===== src/rtl/cfgld_pkg.sv =====
package cfgld_pkg;

    typedef enum logic [2:0] {
        ST_IDLE,
        ST_PROG,
        ST_CLEAR,
        ST_HUNT,
        ST_SHIFT,
        ST_TAIL,
        ST_SETTLE
    } ld_state_e;

    typedef enum logic [1:0] {
        ERR_NONE      = 2'd0,
        ERR_DONE_HIGH = 2'd1,
        ERR_NO_SYNC   = 2'd2,
        ERR_DONE_LOW  = 2'd3
    } ld_err_e;

    // Pin bundle driven towards the target device.
    typedef struct packed {
        logic prog_n;
        logic cclk;
        logic din;
    } cfg_pins_t;

    localparam logic [7:0] SYNC_BYTE = 8'hFF;

    function automatic int max3(input int a, input int b, input int c);
        int m;
        m = (a > b) ? a : b;
        return (m > c) ? m : c;
    endfunction

    function automatic int width_for(input int v);
        return (v > 1) ? $clog2(v + 1) : 1;
    endfunction

endpackage


===== src/rtl/cfgld_sync.sv =====
module cfgld_sync #(
    parameter int STAGES = 2
) (
    input  logic clk,
    input  logic rst,
    input  logic async_i,
    output logic sync_o
);
    logic [STAGES-1:0] chain_q;

    always_ff @(posedge clk) begin
        if (rst) chain_q <= '0;
        else     chain_q <= {chain_q[STAGES-2:0], async_i};
    end

    assign sync_o = chain_q[STAGES-1];
endmodule


===== src/rtl/cfgld_shifter.sv =====
module cfgld_shifter #(
    parameter int DIV       = 4,
    parameter int TAIL_CLKS = 5
) (
    input  logic       clk,
    input  logic       rst,
    input  logic       load_i,
    input  logic [7:0] byte_i,
    input  logic       tail_i,
    output logic       idle_o,
    output logic       cclk_o,
    output logic       din_o
);
    localparam int DW = cfgld_pkg::width_for(DIV);
    localparam int BW = cfgld_pkg::width_for((TAIL_CLKS > 8) ? TAIL_CLKS : 8);
    localparam logic [DW-1:0] TMR_LAST = DW'(DIV - 1);

    logic [7:0]    sh_q;
    logic [BW-1:0] left_q;
    logic [DW-1:0] tmr_q;
    logic          hi_q;
    logic          tail_q;
    logic          din_q;

    always_ff @(posedge clk) begin
        if (rst) begin
            sh_q   <= '0;
            left_q <= '0;
            tmr_q  <= '0;
            hi_q   <= 1'b0;
            tail_q <= 1'b0;
            din_q  <= 1'b0;
        end else if (load_i) begin
            sh_q   <= {byte_i[6:0], 1'b0};
            din_q  <= byte_i[7];
            left_q <= BW'(8);
            tmr_q  <= '0;
            hi_q   <= 1'b0;
            tail_q <= 1'b0;
        end else if (tail_i) begin
            left_q <= BW'(TAIL_CLKS);
            tmr_q  <= '0;
            hi_q   <= 1'b0;
            tail_q <= 1'b1;
        end else if (left_q != '0) begin
            if (tmr_q == TMR_LAST) begin
                tmr_q <= '0;
                if (!hi_q) begin
                    hi_q <= 1'b1;
                end else begin
                    hi_q   <= 1'b0;
                    left_q <= left_q - BW'(1);
                    // next bit goes out only while the clock is back low
                    if (!tail_q && left_q != BW'(1)) begin
                        din_q <= sh_q[7];
                        sh_q  <= {sh_q[6:0], 1'b0};
                    end
                end
            end else begin
                tmr_q <= tmr_q + DW'(1);
            end
        end
    end

    assign idle_o = (left_q == '0);
    assign cclk_o = hi_q;
    assign din_o  = din_q;
endmodule


===== src/rtl/cfgld_ctrl.sv =====
module cfgld_ctrl
    import cfgld_pkg::*;
#(
    parameter int LEN_W      = 16,
    parameter int PROG_CYC   = 4,
    parameter int CLEAR_CYC  = 50,
    parameter int SETTLE_CYC = 100
) (
    input  logic             clk,
    input  logic             rst,
    input  logic             start_i,
    input  logic [LEN_W-1:0] len_i,
    input  logic             byte_valid_i,
    input  logic [7:0]       byte_i,
    input  logic             done_s_i,
    input  logic             sh_idle_i,
    output logic             byte_ready_o,
    output logic             load_o,
    output logic             tail_o,
    output logic             prog_n_o,
    output logic             din_en_o,
    output logic             busy_o,
    output logic             done_ok_o,
    output ld_err_e          err_o
);
    localparam int CW = width_for(max3(PROG_CYC, CLEAR_CYC, SETTLE_CYC));

    ld_state_e        state_q;
    logic [CW-1:0]    cnt_q;
    logic [LEN_W-1:0] rem_q;
    logic             ok_q;
    ld_err_e          err_q;
    logic             hs;
    logic             have_bytes;

    assign have_bytes   = (rem_q != '0);
    assign byte_ready_o = have_bytes &&
                          ((state_q == ST_HUNT) || (state_q == ST_SHIFT && sh_idle_i));
    assign hs           = byte_valid_i && byte_ready_o;
    assign load_o       = hs && ((state_q == ST_SHIFT) || (byte_i == SYNC_BYTE));
    assign tail_o       = (state_q == ST_SHIFT) && sh_idle_i && !have_bytes;

    always_ff @(posedge clk) begin
        if (rst) begin
            state_q <= ST_IDLE;
            cnt_q   <= '0;
            rem_q   <= '0;
            ok_q    <= 1'b0;
            err_q   <= ERR_NONE;
        end else begin
            unique case (state_q)
                ST_IDLE: if (start_i) begin
                    state_q <= ST_PROG;
                    cnt_q   <= '0;
                    rem_q   <= len_i;
                    ok_q    <= 1'b0;
                    err_q   <= ERR_NONE;
                end
                ST_PROG: if (cnt_q == CW'(PROG_CYC - 1)) begin
                    state_q <= ST_CLEAR;
                    cnt_q   <= '0;
                end else begin
                    cnt_q <= cnt_q + CW'(1);
                end
                ST_CLEAR: if (cnt_q == CW'(CLEAR_CYC - 1)) begin
                    cnt_q <= '0;
                    if (done_s_i) begin
                        err_q   <= ERR_DONE_HIGH;
                        state_q <= ST_IDLE;
                    end else begin
                        state_q <= ST_HUNT;
                    end
                end else begin
                    cnt_q <= cnt_q + CW'(1);
                end
                ST_HUNT: if (!have_bytes) begin
                    err_q   <= ERR_NO_SYNC;
                    state_q <= ST_IDLE;
                end else if (hs) begin
                    rem_q <= rem_q - LEN_W'(1);
                    if (byte_i == SYNC_BYTE) state_q <= ST_SHIFT;
                end
                ST_SHIFT: if (hs) begin
                    rem_q <= rem_q - LEN_W'(1);
                end else if (tail_o) begin
                    state_q <= ST_TAIL;
                end
                ST_TAIL: if (sh_idle_i) begin
                    state_q <= ST_SETTLE;
                    cnt_q   <= '0;
                end
                ST_SETTLE: if (cnt_q == CW'(SETTLE_CYC - 1)) begin
                    state_q <= ST_IDLE;
                    if (done_s_i) ok_q  <= 1'b1;
                    else          err_q <= ERR_DONE_LOW;
                end else begin
                    cnt_q <= cnt_q + CW'(1);
                end
                default: state_q <= ST_IDLE;
            endcase
        end
    end

    assign prog_n_o  = (state_q != ST_PROG);
    assign din_en_o  = (state_q == ST_SHIFT) || (state_q == ST_TAIL) || (state_q == ST_SETTLE);
    assign busy_o    = (state_q != ST_IDLE);
    assign done_ok_o = ok_q;
    assign err_o     = err_q;
endmodule


===== src/rtl/serial_cfg_loader.sv =====
module serial_cfg_loader
    import cfgld_pkg::*;
#(
    parameter int LEN_W       = 16,
    parameter int DIV         = 4,
    parameter int PROG_CYC    = 4,
    parameter int CLEAR_CYC   = 50,
    parameter int SETTLE_CYC  = 100,
    parameter int TAIL_CLKS   = 5,
    parameter int SYNC_STAGES = 2
) (
    input  logic             clk,
    input  logic             rst,
    input  logic             start_i,
    input  logic [LEN_W-1:0] len_i,
    input  logic [7:0]       byte_data_i,
    input  logic             byte_valid_i,
    output logic             byte_ready_o,
    output logic             cfg_prog_o,
    output logic             cfg_cclk_o,
    output logic             cfg_din_o,
    input  logic             cfg_done_i,
    output logic             busy_o,
    output logic             done_ok_o,
    output logic [1:0]       err_o
);
    logic      done_s;
    logic      sh_idle, sh_cclk, sh_din;
    logic      load, tail, prog_n, din_en;
    ld_err_e   err;
    cfg_pins_t pins;

    cfgld_sync #(.STAGES(SYNC_STAGES)) u_sync (
        .clk     (clk),
        .rst     (rst),
        .async_i (cfg_done_i),
        .sync_o  (done_s)
    );

    cfgld_ctrl #(
        .LEN_W      (LEN_W),
        .PROG_CYC   (PROG_CYC),
        .CLEAR_CYC  (CLEAR_CYC),
        .SETTLE_CYC (SETTLE_CYC)
    ) u_ctrl (
        .clk          (clk),
        .rst          (rst),
        .start_i      (start_i),
        .len_i        (len_i),
        .byte_valid_i (byte_valid_i),
        .byte_i       (byte_data_i),
        .done_s_i     (done_s),
        .sh_idle_i    (sh_idle),
        .byte_ready_o (byte_ready_o),
        .load_o       (load),
        .tail_o       (tail),
        .prog_n_o     (prog_n),
        .din_en_o     (din_en),
        .busy_o       (busy_o),
        .done_ok_o    (done_ok_o),
        .err_o        (err)
    );

    cfgld_shifter #(.DIV(DIV), .TAIL_CLKS(TAIL_CLKS)) u_shift (
        .clk    (clk),
        .rst    (rst),
        .load_i (load),
        .byte_i (byte_data_i),
        .tail_i (tail),
        .idle_o (sh_idle),
        .cclk_o (sh_cclk),
        .din_o  (sh_din)
    );

    always_comb begin
        pins.prog_n = prog_n;
        pins.cclk   = sh_cclk;
        pins.din    = sh_din & din_en;
    end

    assign cfg_prog_o = pins.prog_n;
    assign cfg_cclk_o = pins.cclk;
    assign cfg_din_o  = pins.din;
    assign err_o      = err;
endmodule


===== config.mk =====
export PLATFORM = sky130hd
export DESIGN_NAME = serial_cfg_loader
export DESIGN_NICKNAME = d
export VERILOG_FILES = /design/src/rtl/cfgld_pkg.sv /design/src/rtl/cfgld_sync.sv /design/src/rtl/cfgld_shifter.sv /design/src/rtl/cfgld_ctrl.sv /design/src/rtl/serial_cfg_loader.sv
export SDC_FILE = /design/constraint.sdc
export NUM_CORES = 1
export LEC_CHECK = 0
export BUFFER_PORTS_ARGS = -buffer_cell sky130_fd_sc_hd__buf_2
export CAP_MARGIN = 10
export CORE_ASPECT_RATIO = 0.5
export CORE_UTILIZATION = 50
export DETAILED_ROUTE_END_ITERATION = 10
export PLACE_DENSITY_LB_ADDON = 0.05
export SLEW_MARGIN = 20
export SYNTH_ARGS = -nofsm -noshare
export SYNTH_HDL_FRONTEND = slang
export SYNTH_SLANG_ARGS = --single-unit

===== constraint.sdc =====
create_clock -name clk -period 2.41 [get_ports clk]
set_clock_uncertainty 0.05 [all_clocks]
set_input_delay 0.1205 -clock clk [delete_from_list [all_inputs] [get_ports clk]]
set_output_delay 0.1205 -clock clk [all_outputs]
set_load 0.01 [all_outputs]

* After elaboration in Yosys (flattened, before gate mapping) *
Cells that the tools add are included.

storage, ports and cells
  bits in registers = 48
  bits in latches = 0
  memory bits (writable) = 0
  ROM bits = 0
  input bits = 29
  logic and storage cells = 143
  memories kept = 0

operators by class
  add/subtract/negate cells = 4
  multiply operators = 0
  div/mod/pow operators = 0
  order comparisons = 0
  equality and inequality tests = 29
  shifts and indexed selects = 0
  muxes and demuxes = 52
  bitwise gates (word level) = 1
  reductions and logical operators = 43

operators with widths
  kind                                                    count
  2-to-1 mux 16 bit                                       3
  2-to-1 mux 8 bit                                        6
  case mux 16 bit (3 select lines)                        1
  2-to-1 mux 7 bit                                        5
  case mux 7 bit (5 select lines)                         1
  2-to-1 mux 3 bit                                        11
  case mux 3 bit (7 select lines)                         1
  2-to-1 mux 4 bit                                        5
  inequality test 2 bit (second input constant)           9
  nonzero test 16 bit                                     1
  nonzero test 2 bit                                      8
  subtractor 16 x 1 -> 16 bit (second input constant)     1
  nonzero test 3 bit                                      5
  2-to-1 mux 2 bit                                        7
  AND reduction 3 bit                                     4
  2-to-1 mux 1 bit                                        10
  inequality test 2 x 1 -> 1 bit (second input constant)  5
  == test 3 x 2 -> 1 bit (second input constant)          3
  == test 3 bit (second input constant)                   3
  AND reduction 9 bit                                     1
  == test 8 bit (second input constant)                   1
  case mux 2 bit (4 select lines)                         1
  AND reduction 4 bit                                     2
  nonzero test 4 bit                                      2
  other kinds (24)                                        33

* Longest topological paths before layout *
  depth after elaboration = 8
  depth in mapped cells = 8

* Cells and area by module *
Synthesis repeated with hierarchy kept, for this count alone.

unflattened totals
  cell total of the unflattened synthesis = 382
  area, all modules = 3027.9 µm²

modules (own cells, without submodules)
  module             instances  cells each  area an instance (µm²)  seq. area each (µm²)
  cfgld_ctrl         1          268         1986.9                  580.6
  cfgld_shifter      1          109         982.2                   340.3
  cfgld_sync         1          4           52.6                    40.0
  serial_cfg_loader  1          1           6.3                     0.0

* Worst setup path after synthesis *
OpenSTA, ideal clock, no wires.

  path kind = flip-flop to flip-flop
  from = reg u_shift.left_q[0]
  to = reg u_ctrl.rem_q[1]
  data arrival time = 1.776 ns
  slack = 0.451 ns
  stages on the path, launching flop included = 9
  buffers on the path = 1
  clock period less this slack = 1.959 ns
  cells stage by stage = dfxtp_1 > inv_1 > ha_1 > or3b_1 > o21ai_2 > a31oi_1 > buf_2 > a211oi_1 > a211oi_2

on the way
  cells in the longest elaborated chain, start to end = 8

RTL lines
  item                                  line                 text
  from (decl)                           cfgld_shifter.sv:19  logic [BW-1:0] left_q;
  from (signal assigned)                cfgld_shifter.sv:41  left_q <= BW'(TAIL_CLKS);
  from (signal assigned)                cfgld_shifter.sv:52  left_q <= left_q - BW'(1);
  logical NOT 4 bit (*)                 cfgld_shifter.sv:65  assign idle_o = (left_q == '0);
  logical AND 1 bit (*)                 cfgld_ctrl.sv:38     ((state_q == ST_HUNT) || (state_q == ST_SHIFT && sh_idle_i));
  logical OR 1 bit (*)                  cfgld_ctrl.sv:38
  logical AND 1 bit (*)                 cfgld_ctrl.sv:37     assign byte_ready_o = have_bytes &&
  logical AND 1 bit (*)                 cfgld_ctrl.sv:39     assign hs = byte_valid_i && byte_ready_o;
  2-to-1 mux 16 bit (*)                 --
  2-to-1 mux 16 bit                     --
  case mux 16 bit (3 select lines) (*)  --
  to (signal assigned)                  cfgld_ctrl.sv:55     rem_q <= len_i;
  to (signal assigned)                  cfgld_ctrl.sv:80     rem_q <= rem_q - LEN_W'(1);
  to (signal assigned)                  cfgld_ctrl.sv:84     rem_q <= rem_q - LEN_W'(1);
  to (decl)                             cfgld_ctrl.sv:30     logic [LEN_W-1:0] rem_q;

Every way passes the cells marked *; elsewhere a longest branch is shown, timed or not. The select of a mux whose other input is x is not followed.
A chain may end at the register's enable or synchronous reset.

* Worst setup path in the final report *
  from = reg u_ctrl.rem_q[0]
  to = reg u_ctrl.rem_q[2]

on the way
  cells in the longest elaborated chain, start to end = 6

RTL lines
  item
  branches (longest 6 deep; another with subtractor 16 x 1 -> 16 bit)

Parallel ways; which one is timed is not known. The select of a mux whose other input is x is not followed.

==> impl_metrics.tcl <==
set metrics [dict create \
    drt-initial-drc-count 184 \
    mappedNetlistArea_um2 2830 \
    timing.critical_path.slowest_stage_cell "dfxtp_1" \
    totalWireLength_um 6560 \
    post_synth.cell_area_avg_um2 8.25 \
    timing_worst_slew_pin_value_ns 0.611 \
    tritoncts "built" \
    startpoint_type "register" \
    synth_top_area_cell "dfxtp_1" \
    clock_latency_ns 0.29 \
    postSynth.asyncResetShare_pct 0 \
    synth.area.top_cells "dfxtp_1, a21oi_1, nor2_1, ha_1, mux2i_1" \
    synth_seq_cells 48 \
    routed_via_density 5.74 \
    crit_path_cell_trace "inv_1 > ha_1 > nor4b_1 > nand4_1 > buf_4 > a31oi_2 > buf_4 > o21ai_0 > a21oi_1" \
    worst-setup-path-type "register to register" \
    yosys_warnings 0 \
    tritoncts.num_buffers 5 \
    post_synth_inst_count 343 \
    crit_required_ns 2.57 \
    h-tree-depth 2 \
    die_area_um2 5980 \
    vias_in_the_first_global_route 2423 \
    timing.final.crit_period_ns 2.23 \
    netlist.area_leader.share_pct 34.0 \
    synth_sequential_area_ratio_pct 34.0 \
    place_ws_ns 0.124 \
    max_cap_violations 0 \
    timing.final.ws_setup_ns 0.178 \
    critPathMaxFanout 21 \
    drc 0 \
    clk_path_buf_depth 2 \
    fin_nets 422 \
    antenna_found_initial 0 \
    drt_pre_antenna_iters 4 \
    min-delay-path-class "input pin to register" \
    final_cycle_share_pct 92.6 \
    crit_buf_inv 3 \
    vdd.ir_drop.worst_mv 0.559 \
    cts.root.buffer_cell "clkbuf_16" \
    chipWidth_um 108 \
    most_frequent_cells_in_the_layout "dfxtp_1, nor2_1, buf_2" \
    chipHeight_um 55.2 \
    cpLargestDelayFamily "buffers and inverters" \
    leakagePower_nw 1.31 \
    grt_max_degree 37 \
    start_util_pct 54.6 \
    core_area_um2 5180 \
    report.final.slew_viol_count 0 \
    achievable-frequency_mhz 448 \
    place.gp.congestion 0.809 \
    critPathArrivalTime_ns 2.39 \
    setup_viol 0 \
    mostFrequentLayoutCell "dfxtp_1" \
    final_antenna_net_count 0 \
    timing_hold_violations_final 0 \
    setup_tns_ns 0 \
    postSynthNetCount 380 \
    area_growth_pct 17.9 \
    wl_per_cell_um 14.4 \
    groute.usage.overall_pct 23.3 \
    post-dp-hpwl_um 4740 \
    yosysUniqueCellTypes 55 \
    numClockSinks 48 \
    setup_repair_after_global_routing_missed_its_margin "no" \
    outcome "finished, final reports clean" \
    power_density_nw_per_um2 854 \
    drive_gt1_share_pct 20.2 \
    max_slew_margin_pct 59.3 \
    antenna_cells 0 \
    grt_pass1_wl_um 11200 \
    worst_path_most_repeated_cell "buf_4" \
    io_buffer_count 36 \
    worst_setup_path_end_kind "register" \
    grt_remaining_overflow 0 \
    i_o_pin_cnt 37 \
    synth_enable_flop_cells 0 \
    clk_pin_slew_ns 0.06 \
    placement_rows 18 \
    num_vias 2618 \
    synth-main-ff-cell "dfxtp_1" \
    max_stage_delay_ns 0.35 \
]
## power breakdown
group	switching (mW)	internal, mW
clock network	0.301	0.489
logic	0.626	0.443
registers	0.105	0.885
total	1.03	1.82
## logic make-up (layout without fill, tap and decap cells)
| logic type | Yosys count | count (layout) | synth area share, % |
|---|---|---|---|
| simple gates | 146 | 146 | 29.0 |
| xor+xnor | 11 | 11 | 3.40 |
| compound gates | 94 | 94 | 22.7 |
| flops | 48 | 48 | 34.0 |
| mux | 10 | 10 | 3.58 |
| fa+ha+maj | 8 | 8 | 3.54 |
| buf+inv | 26 | 69 | 3.76 |
## worst reg2reg max path, delay by kind of cell (launching register included)
kind                       cells  cell delay [ns]
and+or+nand+nor                2             0.51
buffers and inverters          3             0.57
AOI/OAI and AO/OA              3             0.52
adders and majority gates      1             0.14
DFF                            1             0.35
## routing by layer
layer  vias up  part of all wire (%)  global-route usage (%)
met3         2                   4.2                    6.38
met2        43                    43                    35.0
li1       1342                     -                       -
met5         -                     0                       0
met1      1231                    53                    33.8
met4         0                  0.12                    3.47
## final timing paths
kind | endpoint | from | depth (start not counted) | slack (ns)
setup / recovery | u_ctrl.rem_q[2]$_SDFFE_PP0P_ | u_ctrl.rem_q[0]$_SDFFE_PP0P_ | 9 | 0.18
hold reg to reg | u_shift.tmr_q[2]$_SDFFE_PP0P_ | u_shift.tmr_q[2]$_SDFFE_PP0P_ | 2 | 0.40
hold / removal | u_shift.sh_q[1]$_SDFFE_PP0P_ | byte_data_i[0] | 3 | 0.05
setup reg to reg | u_ctrl.rem_q[2]$_SDFFE_PP0P_ | u_ctrl.rem_q[0]$_SDFFE_PP0P_ | 9 | 0.18
## metrics by stage
stage	hold slack [ns]	instance area [um2]	cells	utilization [%]	power, mW
after floorplan	0.199	2830	343	-	1.74
after CTS	0.0447	3310	455	63.9	2.83
after global routing	0.0520	3340	456	64.4	3.04
final	0.0502	3340	456	64.4	2.85
after detailed placement	0.288	3140	446	60.6	2.03
after global placement	0.286	3140	446	60.6	2.01
## synthesized netlist by cell type (all sizes together), types with 2 or more instances
cell	number
dfxtp	48
nor2	41
a21oi	30
nand2	22
o21ai	18
a211oi	11
nor3	11
clkbuf	10
xor2	10
inv	9
mux2i	9
nand2b	9
ha	8
nor2b	8
buf	7
nand3b	7
nand4	7
o32ai	7
a21o	6
and3	6
o31ai	6
or3	6
nor4	5
nand3	4
nor3b	4
or4	4
and2	3
or2	3
a221oi	2
a22oi	2
a2bb2oi	2
nor4b	2
o2111ai	2
or3b	2
## flip-flops by register name, summed over array words and instances (netlist names), 2 cells and up
signal,flops
u_ctrl.rem_q,16
u_ctrl.cnt_q,7
u_shift.sh_q,7
u_shift.left_q,4
u_ctrl.state_q,3
u_shift.tmr_q,3
u_ctrl.err_o,2
u_sync.chain_q,2
## repair_timing
action,4_1_cts,5_1_grt
gates resized for setup,0,3
endpoints found under the hold margin,1,0
endpoints found under the setup margin,0,24
hold buffers,1,0
setup buffers,0,1
## layout make-up
| class | instances | area (um2) |
|---|---|---|
| multi-input combinational | 269 | 1790 |
| inverter | 9 | 33.8 |
| tap | 70 | 87.6 |
| sequential | 48 | 961 |
| clock buffer | 6 | 129 |
| timing repair buffer | 52 | 303 |
| clock inverter | 2 | 35.0 |
| fill | 464 | 1840 |
Power figures use the tool's default switching activity.
